==> config.mk <==
export PLATFORM = sky130hd
export DESIGN_NAME = dram_refresh_scrub
export DESIGN_NICKNAME = d
export VERILOG_FILES = /design/src/rtl/dram_rs_pkg.sv /design/src/rtl/rs_timer.sv /design/src/rtl/rs_position.sv /design/src/rtl/rs_burst.sv /design/src/rtl/dram_refresh_scrub.sv
export SDC_FILE = /design/constraint.sdc
export NUM_CORES = 1
export LEC_CHECK = 0
export BUFFER_PORTS_ARGS = -buffer_cell sky130_fd_sc_hd__buf_2
export CORE_ASPECT_RATIO = 0.8
export CORE_MARGIN = 1.5
export CORE_UTILIZATION = 57
export DETAILED_ROUTE_END_ITERATION = 10
export MAX_ROUTING_LAYER = met4
export PLACE_DENSITY = 0.77
export REMOVE_ABC_BUFFERS = 1
export SLEW_MARGIN = 20
export SYNTH_ARGS = -nofsm -noshare
export SYNTH_HDL_FRONTEND = slang
export SYNTH_SLANG_ARGS = --single-unit
export TNS_END_PERCENT = 30
==> constraint.sdc <==
create_clock -name clk -period 2.8 [get_ports clk]
set_clock_uncertainty 0.2 [all_clocks]
set_input_delay 0 -clock clk [delete_from_list [all_inputs] [get_ports clk]]
set_output_delay 0 -clock clk [all_outputs]
set_load 0.05 [all_outputs]
==> src/rtl/dram_rs_pkg.sv <==
package dram_rs_pkg;
  typedef enum logic [1:0] {
    ST_IDLE = 2'd0,
    ST_ACT  = 2'd1,
    ST_PRE  = 2'd2
  } rs_state_e;
endpackage

==> src/rtl/rs_timer.sv <==
module rs_timer #(
  parameter int unsigned NORM_RELOAD = 6000,
  parameter int unsigned FAST_RELOAD = 3000
) (
  input  logic clk,
  input  logic rst_n,
  input  logic fast_i,
  output logic tick_o
);
  localparam int unsigned MAXR  = (NORM_RELOAD > FAST_RELOAD) ? NORM_RELOAD : FAST_RELOAD;
  localparam int unsigned CNT_W = $clog2(MAXR + 1);
  localparam logic [CNT_W-1:0] NORM_LIM = CNT_W'(NORM_RELOAD - 1);
  localparam logic [CNT_W-1:0] FAST_LIM = CNT_W'(FAST_RELOAD - 1);
  localparam logic [CNT_W-1:0] CNT_ONE  = CNT_W'(1);

  logic [CNT_W-1:0] cnt_q, cnt_d, lim;

  always_comb begin
    lim    = fast_i ? FAST_LIM : NORM_LIM;
    tick_o = (cnt_q >= lim);
    cnt_d  = tick_o ? '0 : cnt_q + CNT_ONE;
  end

  always_ff @(posedge clk or negedge rst_n) begin
    if (!rst_n) cnt_q <= '0;
    else        cnt_q <= cnt_d;
  end
endmodule

==> src/rtl/rs_position.sv <==
module rs_position #(
  parameter int unsigned ROW_W = 10,
  parameter int unsigned COL_W = 10
) (
  input  logic             clk,
  input  logic             rst_n,
  input  logic             step_i,
  output logic [ROW_W-1:0] row_o,
  output logic [COL_W-1:0] col_o,
  output logic             blk_o,
  output logic [1:0]       slot_o,
  output logic [1:0]       sc_o
);
  localparam logic [ROW_W-1:0] ROW_ONE = ROW_W'(1);
  localparam logic [COL_W-1:0] COL_ONE = COL_W'(1);

  logic [ROW_W-1:0] row_q, row_d;
  logic [COL_W-1:0] col_q, col_d;
  logic [2:0]       wrap_q, wrap_d;
  logic [1:0]       slot_q, slot_d, sc_q, sc_d;
  logic             blk_q, blk_d;
  logic             row_wrap, col_step, col_wrap;

  always_comb begin
    row_wrap = step_i & (&row_q);
    col_step = row_wrap & (&wrap_q);
    col_wrap = col_step & (&col_q);
    row_d    = step_i   ? row_q + ROW_ONE : row_q;
    blk_d    = row_wrap ? ~blk_q : blk_q;
    wrap_d   = row_wrap ? wrap_q + 3'd1 : wrap_q;
    slot_d   = (row_wrap & wrap_q[0]) ? slot_q + 2'd1 : slot_q;
    col_d    = col_step ? col_q + COL_ONE : col_q;
    sc_d     = col_wrap ? sc_q + 2'd1 : sc_q;
  end

  always_ff @(posedge clk or negedge rst_n) begin
    if (!rst_n) begin
      row_q  <= '0;
      col_q  <= '0;
      wrap_q <= '0;
      slot_q <= '0;
      sc_q   <= '0;
      blk_q  <= 1'b0;
    end else if (step_i) begin
      row_q  <= row_d;
      col_q  <= col_d;
      wrap_q <= wrap_d;
      slot_q <= slot_d;
      sc_q   <= sc_d;
      blk_q  <= blk_d;
    end
  end

  assign row_o  = row_q;
  assign col_o  = col_q;
  assign blk_o  = blk_q;
  assign slot_o = slot_q;
  assign sc_o   = sc_q;
endmodule

==> src/rtl/rs_burst.sv <==
module rs_burst
  import dram_rs_pkg::*;
#(
  parameter int unsigned RAS_CLKS = 4,
  parameter int unsigned PRE_CLKS = 3,
  parameter int unsigned OE_CLKS  = 2,
  parameter int unsigned WE_CLKS  = 2
) (
  input  logic       clk,
  input  logic       rst_n,
  input  logic       tick_i,
  input  logic [1:0] slot_i,
  input  logic       blk_i,
  output logic       ras_o,
  output logic [1:0] cas_o,
  output logic       oe_o,
  output logic       we_o,
  output logic       step_o,
  output logic       done_o
);
  localparam int unsigned SCR_CLKS = OE_CLKS + WE_CLKS;
  localparam int unsigned M1   = (RAS_CLKS > SCR_CLKS) ? RAS_CLKS : SCR_CLKS;
  localparam int unsigned MAXP = (M1 > PRE_CLKS) ? M1 : PRE_CLKS;
  localparam int unsigned PH_W = $clog2(MAXP + 1);
  localparam logic [PH_W-1:0] PH_ONE   = PH_W'(1);
  localparam logic [PH_W-1:0] RAS_LAST = PH_W'(RAS_CLKS - 1);
  localparam logic [PH_W-1:0] SCR_LAST = PH_W'(SCR_CLKS - 1);
  localparam logic [PH_W-1:0] PRE_LAST = PH_W'(PRE_CLKS - 1);
  localparam logic [PH_W-1:0] OE_END   = PH_W'(OE_CLKS);

  rs_state_e       st_q, st_d;
  logic [PH_W-1:0] ph_q, ph_d;
  logic [1:0]      slot_q, slot_d;
  logic            pend_q, pend_d;
  logic            scrub_now, act_last, pre_last, start, cas_act;

  always_comb begin
    scrub_now = (slot_q == slot_i);
    act_last  = scrub_now ? (ph_q == SCR_LAST) : (ph_q == RAS_LAST);
    pre_last  = (ph_q == PRE_LAST);
    start     = (st_q == ST_IDLE) & pend_q;
    pend_d    = tick_i | (pend_q & ~start);
  end

  always_comb begin
    st_d   = st_q;
    ph_d   = ph_q;
    slot_d = slot_q;
    unique case (st_q)
      ST_IDLE: begin
        if (pend_q) begin
          st_d   = ST_ACT;
          ph_d   = '0;
          slot_d = '0;
        end
      end
      ST_ACT: begin
        if (act_last) begin
          st_d = ST_PRE;
          ph_d = '0;
        end else begin
          ph_d = ph_q + PH_ONE;
        end
      end
      ST_PRE: begin
        if (pre_last) begin
          ph_d = '0;
          if (slot_q == 2'd3) begin
            st_d = ST_IDLE;
          end else begin
            st_d   = ST_ACT;
            slot_d = slot_q + 2'd1;
          end
        end else begin
          ph_d = ph_q + PH_ONE;
        end
      end
      default: st_d = ST_IDLE;
    endcase
  end

  always_ff @(posedge clk or negedge rst_n) begin
    if (!rst_n) begin
      st_q   <= ST_IDLE;
      ph_q   <= '0;
      slot_q <= '0;
      pend_q <= 1'b0;
    end else begin
      st_q   <= st_d;
      ph_q   <= ph_d;
      slot_q <= slot_d;
      pend_q <= pend_d;
    end
  end

  always_comb begin
    ras_o   = (st_q == ST_ACT);
    cas_act = ras_o & scrub_now;
    cas_o   = cas_act ? (blk_i ? 2'b10 : 2'b01) : 2'b00;
    oe_o    = cas_act & (ph_q < OE_END);
    we_o    = cas_act & (ph_q >= OE_END);
    step_o  = (st_q == ST_PRE) & pre_last;
    done_o  = step_o & (slot_q == 2'd3);
  end
endmodule

==> src/rtl/dram_refresh_scrub.sv <==
module dram_refresh_scrub #(
  parameter int unsigned ROW_W       = 10,
  parameter int unsigned COL_W       = 10,
  parameter int unsigned NORM_RELOAD = 6000,
  parameter int unsigned FAST_RELOAD = 3000,
  parameter int unsigned RAS_CLKS    = 4,
  parameter int unsigned PRE_CLKS    = 3,
  parameter int unsigned OE_CLKS     = 2,
  parameter int unsigned WE_CLKS     = 2
) (
  input  logic             clk,
  input  logic             rst_n,
  input  logic             fast_i,
  output logic [1:0]       ras_o,
  output logic [1:0]       cas_o,
  output logic             oe_o,
  output logic             we_o,
  output logic [ROW_W-1:0] row_o,
  output logic [COL_W-1:0] col_o,
  output logic [1:0]       sc_o,
  output logic             done_o
);
  logic       tick, ras, step, blk;
  logic [1:0] slot;

  rs_timer #(.NORM_RELOAD(NORM_RELOAD), .FAST_RELOAD(FAST_RELOAD)) u_timer (
    .clk(clk), .rst_n(rst_n), .fast_i(fast_i), .tick_o(tick)
  );

  rs_burst #(.RAS_CLKS(RAS_CLKS), .PRE_CLKS(PRE_CLKS),
             .OE_CLKS(OE_CLKS), .WE_CLKS(WE_CLKS)) u_burst (
    .clk(clk), .rst_n(rst_n), .tick_i(tick), .slot_i(slot), .blk_i(blk),
    .ras_o(ras), .cas_o(cas_o), .oe_o(oe_o), .we_o(we_o),
    .step_o(step), .done_o(done_o)
  );

  rs_position #(.ROW_W(ROW_W), .COL_W(COL_W)) u_pos (
    .clk(clk), .rst_n(rst_n), .step_i(step), .row_o(row_o), .col_o(col_o),
    .blk_o(blk), .slot_o(slot), .sc_o(sc_o)
  );

  assign ras_o = {ras, ras};
endmodule

After elaboration in Yosys (flattened, before gate mapping)
Cells that the tools add are included.
- register bits: 49
- output and inout port bits: 29
- word-level logic and storage cells: 76
- $add $sub $neg: 8
- magnitude comparators: 3
- eq/ne operators: 10
- reduce and logical (&&, ||, !) cells: 13
- bitwise logic cells: 14
- mux-type cells: 17
- operator list (kind ; count):
    2-to-1 mux 13 bit ; 2
    adder 10 x 1 -> 10 bit, second input constant ; 2
    AND reduction 10 bit ; 2
    2-to-1 mux 2 bit ; 8
    adder 13 x 1 -> 13 bit, second input constant ; 1
    greater-or-equal comparator 13 bit ; 1
    AND 1 bit ; 11
    AND reduction 2 bit ; 5
    2-to-1 mux 3 bit ; 3
    one-hot mux 3 bit (3 select lines) ; 1
    adder 2 x 1 -> 2 bit, second input constant ; 3
    adder 3 x 1 -> 3 bit, second input constant ; 2
    equality test 3 x 2 -> 1 bit, second input constant ; 2
    != test 2 x 1 -> 1 bit, second input constant ; 3
    one-hot mux 2 bit (3 select lines) ; 1
    AND reduction 3 bit ; 2
    equality test 2 bit, second input constant ; 2
    one-hot mux 2 bit (2 select lines) ; 1
    AND reduction 4 bit ; 1
    greater-or-equal comparator 3 x 2 -> 1 bit, second input constant ; 1
    < comparator 3 x 2 -> 1 bit, second input constant ; 1
    nonzero test 3 bit ; 1
    equality test 2 x 1 -> 1 bit, second input constant ; 1
    equality test 2 bit ; 1
    6 further kinds ; 7

Depth between registers and ports, before layout
Gate-level depths: netlist of run 1.
- depth in word-level cells: 6
- mapped depth: 8

Modules after synthesis
A second synthesis of run 1 with hierarchy kept.
- cells, all modules: 246
- area total of the unflattened synthesis: 2808.9 um^2
- by module, submodules not included (module ; cells each ; times used ; area an instance (um^2) ; sequential area each (um^2)):
    rs_position ; 94 ; 1 ; 1249.9 ; 700.7
    rs_timer ; 82 ; 1 ; 894.6 ; 325.3
    rs_burst ; 68 ; 1 ; 649.4 ; 200.2
    dram_refresh_scrub ; 2 ; 1 ; 15.0 ; 0.0

Least setup slack after synthesis of run 1
No wires, ideal clock.
- path type: register to register
- start: reg u_pos.row_q[0], in the netlist u_pos.row_o[0]
- end: reg u_pos.wrap_q[1]
- path slack: 0.567 ns
- stages on the path, launching flop included: 6
- buffers on the path: 1
- arrival time: 1.909 ns
- path through: dfrtp_1 ha_1 nand3_1 nor4_4 buf_6 mux2_2
- cells in the longest elaborated chain, start to end: 3
- ends and longest elaborated chain (element ; RTL line ; text):
    start, declared ; rs_position.sv:17 ; logic [ROW_W-1:0] row_q, row_d;
    start signal, assigned ; rs_position.sv:45 ; row_q <= row_d;
    AND reduction 10 bit ; rs_position.sv:25 ; row_wrap = step_i & (&row_q);
    AND 1 bit ; rs_position.sv:25 ;
    AND reduction 2 bit (no source line) ; - ;
    end signal, assigned ; rs_position.sv:47 ; wrap_q <= wrap_d;
    end, declared ; rs_position.sv:19 ; logic [2:0] wrap_q, wrap_d;
No other way between the ends.
A chain may end at the register's enable or synchronous reset.

Final worst setup path of run 1
- start: reg u_burst.st_q[0]
- end: reg u_pos.wrap_q[2]
- cells in the longest elaborated chain, start to end: 4
- ends and longest elaborated chain (element ; RTL line ; text):
    start, declared ; rs_burst.sv:31 ; rs_state_e st_q, st_d;
    start signal, assigned ; rs_burst.sv:89 ; st_q <= st_d;
    equality test 2 bit * ; rs_burst.sv:102 ; step_o = (st_q == ST_PRE) & pre_last;
    AND 1 bit * ; rs_burst.sv:102 ;
    AND 1 bit ; rs_position.sv:25 ;
    AND reduction 2 bit (no source line) * ; - ;
Every way passes the cells marked *; elsewhere a longest branch is shown, timed or not.

==> metrics.txt, run 1 <==
outcome=completed; IO Count=32; Avg WL per Cell=approximately 14 µm; CP cell instances=inv_1, ha_1, nand4b_4, nor4_4, buf_4, mux2_2; Rows=22; post-CTS setup buffer count=0; Worst Setup EP=u_pos.wrap_q[2]; total grt overflow=0; CP startpoint=u_burst.st_q[0]; setup ws final=between 0.4 and 0.5 ns; #FFs+latches synth=roughly 50; antenna violations before repair=0; Residual DRC=0; Worst-path clk slew=approximately 0.10 ns; r2r endpoint=u_pos.wrap_q[2]; f_max=about 420 MHz; Syn Area/Cell=10.5 µm²; count of pins over their slew limit=0; Worst-Margin Slew=about 0.62 ns; synth cell count leaders=dfrtp_1, nor2_1, xnor2_1; CTS tree=done; nets@finish=approximately 320; Finish-stage setup viols=0; CP required=~2.8 ns; Die ar.=a little over 5000 µm²; port bufs=31; largest area contributor in the netlist=dfrtp_1; Hold-fix buffers, CTS=1; GR Util All Layers=0.215; worst reg2reg startpoint=u_burst.st_q[0]; Startpoint Class=flop; Cell Pwr Density=530 nW/µm²; routed wire length=about 4900 µm; diodes inserted=0; count of cell types in the netlist=40; H-tree levels=2; worst path bufs/invs=2; clock root cell=clkbuf_8; Hold Path Class=input pin to asynchronous set/reset pin; Setup Crit Path Kind=flop to flop; count leader, synth=dfrtp_1; Data arrival, critical path=2.37 ns; pin count of the biggest net entering global routing=50; Resize count post-CTS=0; Worst setup EP type=flop; Max Cap Viol=0; Clock Latency Late Sink=~0.31 ns; Peak VDD IR=between 0.4 and 0.5 mV; yosys warns=0; worst relative slew slack=0.587; Largest delay share family, worst path=simple AND/OR/NAND/NOR gates; Seq/Total Area, Yosys=0.459; TritonCTS Buffers=5; Hold Vio Cnt, Final=0; Post-synth EDFFs=0; top_reg_cell synth=dfrtp_1; drt pass-1 iters=4; global-route wire length before repair=8220 µm; RSZ-0062 raised after global routing=false; power consumption=~1.6 mW; layout cells sized above 1=0.182; Initial Utilization=0.589; Worst Reg-to-Reg Cells=6; CP max stage cell=dfrtp_1; Static Leak=1.59 nW; Place WS=around 0.44 ns; setup TNS=0 ns; antenna-violating nets left=0; via count=about 1900; Max stage delay on crit path=approximately 0.43 ns; Worst Path Max Fanout=10; initial drt markers=73; worst-case clock buffer depth=2; dpl hpwl=~3600 µm; GPL Wtd Cong=slightly above 0.8; Post-synth ARST share=1.00; fin crit period=2.37 ns; Syn Inst Count=around 250; fin util=0.658; Vias per Instance=roughly 5.3; TritonCTS Sinks=just under 50; area of the core=between 4000 and 5000 µm²; ranking of synthesized cells by area=dfrtp_1, ha_1, xnor2_1; vias in the first global route=~1800; die width=a little under 80 µm; post-synthesis cell area=2670 µm²; area grow syn2layout=11.8%; R2R Setup Slk=0.43 ns; Final Cycle Share=0.848; Die Ht=between 60 and 70 µm; Synth top area share=0.459; worst hold slack=around 0.03 ns; cell count along the critical path=6
[power breakdown]
part / internal (mW) / leakage (nW) / switching (mW) / total (mW)
clock: 0.182 / 0.0423 / 0.256 / 0.438
sequential: 0.732 / 0.672 / 0.0269 / 0.758
combinational: 0.108 / 0.872 / 0.279 / 0.387
[how the worst min path moves through the flow]
stage / start / slack (ns) / endpoint
after CTS: rst_n / 0.25 / u_timer.cnt_q[10]
after floorplan: rst_n / -0.50 / u_burst.pend_q
after global routing: rst_n / 0.09 / u_pos.sc_o[0]
after global placement: rst_n / 0.06 / u_pos.sc_o[1]
final: rst_n / 0.03 / u_pos.col_o[6]
after detailed placement: rst_n / 0.06 / u_pos.sc_o[0]
[cell usage in the layout, fill, tap and decap left out, types with 2 or more instances in the layout]
master	instances
clkinvlp_4	2
nor3_1	5
nand3_1	10
nor4_4	2
o21ai_0	4
a21o_1	4
ha_1	23
nor2_1	32
and3_1	2
mux2_2	5
buf_4	3
xor2_1	7
buf_2	30
nand2_1	22
dfrtp_1	49
a21oi_1	2
o22ai_1	3
nand4_1	11
xnor2_1	30
clkbuf_8	5
inv_1	18
[kinds of logic after synthesis]
kind of cell	share of synthesized area
flops	0.459
fa+ha+maj	0.108
simple gates	0.186
compound gates	0.0604
mux	0.0267
buf+inv	0.0393
xor+xnor	0.121
[worst reg2reg max path, cell delays in order, from the launching register on]
cell      delay, ns
dfrtp_1        0.43
inv_1          0.12
ha_1           0.42
nand4b_4       0.22
nor4_4         0.33
buf_4          0.20
mux2_2         0.33
[through the flow]
step           cells  area, µm²
6_report         351       2990
5_1_grt          351       2990
4_1_cts          351       2990
3_5_place_dp     342       2880
3_3_place_gp     342       2880
2_1_floorplan    249       2640
[per-layer routing]
metal,vias to the layer above,GRT usage,share of wire
met3,7,0.0486,0.027
met5,-,-,0
met2,25,0.339,0.47
li1,929,-,-
met1,899,0.274,0.49
met4,0,0.0702,0.012
[sequential cells by signal, summed over array words and instances (netlist names)]
register and flops:
u_pos.row_o 10, u_burst.ph_q 3, u_burst.slot_q 2, u_pos.blk_o 1, u_pos.sc_o 2, u_timer.cnt_q 13
u_pos.wrap_q 3, u_pos.col_o 10, u_burst.st_q 2, u_burst.pend_q 1, u_pos.slot_o 2
[layout make-up]
type,instances,area (µm²)
clock inverters,3,26.3
well taps,60,75.1
repair buffers,34,183
inverters,18,67.6
flip-flops and latches,49,1230
fillers,375,1550
clock buffers,5,68.8
multi-input cells,182,1340
Note: power is estimated with default switching activity, not from simulation.
==> run 2, diff against run 1 <==
- clock period: 2.8 -> 2.4 ns (I/O delays scaled with it)
==> run 2 against run 1 <==
Net effect:
- utilization grew 0.88 points
- combinational power grew 19%
- hold slack gained 0.23 ns
- clock power grew 17%
- final area grew 1.3%
- global-route usage grew 1.4 points
- via count grew 2.3%
- highest routed layer unchanged
- largest power group unchanged
- setup slack lost 0.24 ns
- largest cell class unchanged
- fmax grew 7.0%
==> metrics.txt, run 2 (synthesized netlist as in run 1, its figures left out) <==
outcome=completed; Vias per Instance=about 5.3; Resize count post-CTS=0; port bufs=31; via count=about 1900; fillers=370; initial drt markers=86; Residual DRC=0; layout cells sized above 1=0.189; dpl hpwl=3750 µm; CP required=~2.4 ns; vias in the first global route=~1900; Peak VDD IR=just under 0.6 mV; routed wire length=between 4000 and 5000 µm; met3 usage=0.0443; area of the core=4540 µm²; Die Ht=64.3 µm; worst hold slack=between 0.2 and 0.3 ns; clock root cell=clkbuf_8; post-CTS setup buffer count=0; global-route wire length before repair=roughly 8700 µm; TritonCTS Sinks=just under 50; count of pins over their slew limit=0; die width=just under 80 µm; Startpoint Class=flop; antenna violations before repair=0; Hold Path Class=input pin to flop; antenna-violating nets left=0; RSZ-0062 raised after global routing=false; Final Cycle Share=0.924; Worst-path clk slew=~0.1 ns; f_max=roughly 450 MHz; Rows=22; worst-case clock buffer depth=2; IO Count=32; total grt overflow=0; GPL Wtd Cong=0.838; Hold Vio Cnt, Final=0; Worst Path Max Fanout=6; FF/Latch Area=1230 µm²; Worst-Margin Slew=around 0.6 ns; Clock Latency Late Sink=0.31 ns; multi-input logic area=~1300 µm²; fin util=0.667; most common cell after layout, fill and taps aside=dfrtp_1; nets@finish=~320; Worst setup EP type=flop; Initial Utilization=0.589; pin count of the biggest net entering global routing=20; TritonCTS Buffers=5; Max stage delay on crit path=between 0.4 and 0.5 ns; Hold-fix buffers, CTS=3; area grow syn2layout=13.3%; Max Cap Viol=0; Setup Crit Path Kind=flop to flop; Static Leak=1.61 nW; number of flip-flops in the largest register=13; CP cell instances=inv_1, ha_1, nand4b_4, nor4_4, buf_4, mux2_2; met2 Resource Use GR=0.344; Avg WL per Cell=14.0 µm; grt met1 use=0.300; Cell Pwr Density=between 600 and 700 nW/µm²; most frequent cells in the layout=dfrtp_1, nor2_1, buf_2; Largest delay share family, worst path=simple AND/OR/NAND/NOR gates; diodes inserted=0; worst path bufs/invs=2; worst relative slew slack=0.608; H-tree levels=2; Finish-stage setup viols=0; CTS tree=done; Top reg by flops=u_timer.cnt_q; Data arrival, critical path=2.22 ns; drt pass-1 iters=4; fin crit period=between 2 and 2.5 ns; Die ar.=5110 µm²; Most Crowded Layer GR=met2; CP max stage cell=dfrtp_1; GR Util All Layers=0.228
[run 2: power breakdown]
part | total, mW | internal, mW | switching (mW)
sequential | 0.887 | 0.853 | 0.0335
clock | 0.511 | 0.212 | 0.299
combinational | 0.461 | 0.135 | 0.325
total | 1.86 | 1.20 | 0.658
[run 2: final cells by class]
type | count | share of cell area
tap | 60 | 0.0248
sequential | 49 | 0.405
timing repair buffer | 39 | 0.0735
inverter | 18 | 0.0223
multi-input combinational | 182 | 0.443
clock buffer | 5 | 0.0227
clock inverter | 3 | 0.00867
[run 2: worst reg2reg max path, stage by stage (launching register included)]
cell	delay [ns]
dfrtp_1	0.41
inv_1	0.10
ha_1	0.31
nand4b_4	0.20
nor4_4	0.35
buf_4	0.21
mux2_2	0.33
[run 2: final timing paths]
| path | startpoint | to | slack (ns) | depth (start not counted) |
|---|---|---|---|---|
| min | fast_i | u_timer.cnt_q[11] | 0.26 | 5 |
| min in group asynchronous | rst_n | u_pos.sc_o[1] | 0.55 | 4 |
| max | u_burst.ph_q[0] | u_pos.wrap_q[2] | 0.18 | 6 |
| max reg2reg | u_burst.ph_q[0] | u_pos.wrap_q[2] | 0.18 | 6 |
| min reg2reg | u_pos.slot_o[1] | u_pos.slot_o[1] | 0.30 | 1 |
| max in group asynchronous | rst_n | u_timer.cnt_q[8] | 0.49 | 4 |
[run 2: stage by stage]
step	setup slack, ns	total power, mW	area, µm²	setup TNS, ns	std cells
3_5_place_dp	0.202	1.36	2900	0	345
6_report	0.182	1.86	3030	0	356
5_1_grt	0.0249	1.96	3030	0	356
2_1_floorplan	-0.499	1.24	2640	-0.956	249
3_3_place_gp	0.237	1.35	2900	0	345
4_1_cts	0.182	1.88	3030	0	356
[run 2: routing by layer]
| layer | up-vias | wire (µm) | share of wire |
|---|---|---|---|
| met1 | 923 | 2420 | 0.49 |
| met5 | - | 0 | 0 |
| met4 | 0 | 58 | 0.012 |
| li1 | 943 | - | - |
| met3 | 4 | 173 | 0.035 |
| met2 | 32 | 2330 | 0.47 |
==> run 3, diff against run 2 <==
- CELL_PAD_IN_SITES_DETAIL_PLACEMENT: default -> 0
- CELL_PAD_IN_SITES_GLOBAL_PLACEMENT: default -> 1
- CORE_UTILIZATION: 57 -> 46
- PLACE_DENSITY: 0.77 -> 0.79
==> run 3 against run 2 <==
Net effect:
- global-route usage decreased by 4.4 points
- critical path depth unchanged
- combinational power about the same
- non-clock buffer count decreased by 2
- cell count increased by 4.5%
- final area increased by 0.74%
- utilization decreased by 11 points
- clock power increased by 18%
- critical endpoint is now done_o
- hold slack got worse by 0.14 ns
- total power increased by 4.8%
- die area increased by 23%
==> metrics.txt, run 3 (synthesized netlist as in run 1, its figures left out) <==
number of flip-flops in the largest register=13; Die ar.=between 6000 and 7000 µm²; GR Util All Layers=0.184; Top reg by flops=u_timer.cnt_q; Hold Vio Cnt, Final=0; diodes inserted=0; area of the core=5530 µm²; clock root cell=clkbuf_8; Avg WL per Cell=approximately 13 µm; outcome=completed; Startpoint Class=flop; Switch Pwr=around 0.65 mW; CP cell instances=inv_1, ha_1, buf_4, and3_1, and2_1, buf_2; worst relative slew slack=0.585; GPL Wtd Cong=about 0.85; f_max=approximately 460 MHz; Place WS=between 0.2 and 0.3 ns; met3 WL=160 µm; pin count of the biggest net entering global routing=50; Rows=24; Hold Path Class=input pin to asynchronous set/reset pin; most common cell after layout, fill and taps aside=dfrtp_1; Resize count post-CTS=0; Residual DRC=0; WL met2=2000 µm; Worst-path clk slew=approximately 0.10 ns; TritonCTS Sinks=49; nets@finish=between 300 and 400; antenna violations before repair=0; Seq pwr share=0.455; worst path bufs/invs=3; Max Cap Viol=0; H-tree levels=2; Worst-Margin Slew=slightly above 0.6 ns; antenna-violating nets left=0; area grow syn2layout=14.1%; FF/Latch Area=~1200 µm²; initial drt markers=66; via count=approximately 1800; IO Count=32; multi-input logic area=roughly 1300 µm²; Peak VDD IR=0.489 mV; Setup Crit Path Kind=flop to output port; CP max stage cell=dfrtp_1; WL met1=about 2600 µm; Max Used Layer=met4; RSZ-0062 raised after global routing=false; Worst Path Max Fanout=9; Max stage delay on crit path=roughly 0.44 ns; most frequent cells in the layout=dfrtp_1, nor2_1, buf_2; fin util=0.552; switching fraction of total power=0.333; fin crit period=about 2.2 ns; Worst setup EP type=output port; Int Pwr=between 1 and 1.5 mW; total grt overflow=0; CP required=about 2.2 ns; count of pins over their slew limit=0; die width=just under 90 µm; Clk pwr share=0.310; TritonCTS Buffers=5; Cell Pwr Density=around 640 nW/µm²; global-route wire length before repair=approximately 8700 µm; CTS tree=done; worst-case clock buffer depth=2; Final Cycle Share=0.907; power consumption=between 1.5 and 2 mW; Clock Latency Late Sink=around 0.31 ns; Largest delay share family, worst path=buffers and inverters; post-CTS setup buffer count=0; Data arrival, critical path=1.98 ns; vias in the first global route=between 1500 and 2000; setup ws final=between 0.2 and 0.25 ns; Die Ht=just over 70 µm; fillers=around 520; dpl hpwl=roughly 3500 µm; Vias per Instance=around 4.8; port bufs=31; layout cells sized above 1=0.190; Finish-stage setup viols=0; Comb pwr share=0.235; Initial Utilization=0.484; routed wire length=slightly below 5000 µm; Static Leak=around 1.6 nW; drt pass-1 iters=4
-- run 3: through the flow --
stage	std cells	instance area, µm²	hold WS (ns)	setup TNS, ns
after floorplan	249	2640	-0.496	-0.956
after global placement	363	2930	-0.0460	0
after detailed placement	363	2930	-0.0468	0
after CTS	372	3050	0.144	0
after global routing	372	3050	0.205	0
final	372	3050	0.124	0
-- run 3: repair_timing --
item,in CTS,in global routing
endpoints found under the setup margin,0,0
hold buffers,1,0
hold endpoints to repair,49,0
-- run 3: path summary, 6_finish.rpt --
| kind | cells after the start | end | slack [ns] | start |
|---|---|---|---|---|
| max | 6 | done_o | 0.22 | u_burst.st_q[0] |
| max reg2reg | 6 | u_pos.wrap_q[2] | 0.25 | u_burst.st_q[0] |
| min in group clk | 5 | u_timer.cnt_q[11] | 0.26 | fast_i |
| min reg2reg | 1 | u_pos.sc_o[1] | 0.27 | u_pos.sc_o[1] |
| min | 3 | u_timer.cnt_q[12] | 0.12 | rst_n |
| max in group asynchronous | 3 | u_pos.slot_o[0] | 1.45 | rst_n |
-- run 3: metal layers --
layer  vias up  track usage
met5         -            -
met4         0       0.0625
met3         8       0.0362
met2        24        0.263
met1       824        0.262
li1        938            -
-- run 3: tightest hold or removal path, stage by stage --
cell	delay, ns
dlygate4sd3_1	0.52
buf_2	0.09
buf_4	0.51
-- run 3: power by group through the flow --
stage,clock [mW],combinational (mW),sequential (mW)
floorplan,0,0.319,0.916
CTS,0.622,0.464,0.887
global placement,0,0.462,0.899
detailed placement,0,0.460,0.904
global route,0.658,0.517,0.893
finish,0.604,0.458,0.887
-- run 3: cell type report --
type | instances | share of cell area
multi-input combinational | 182 | 0.440
timing repair buffer | 37 | 0.0664
inverter | 18 | 0.0221
clock inverter | 3 | 0.0152
sequential | 49 | 0.402
clock buffer | 5 | 0.0226
tap | 78 | 0.0320
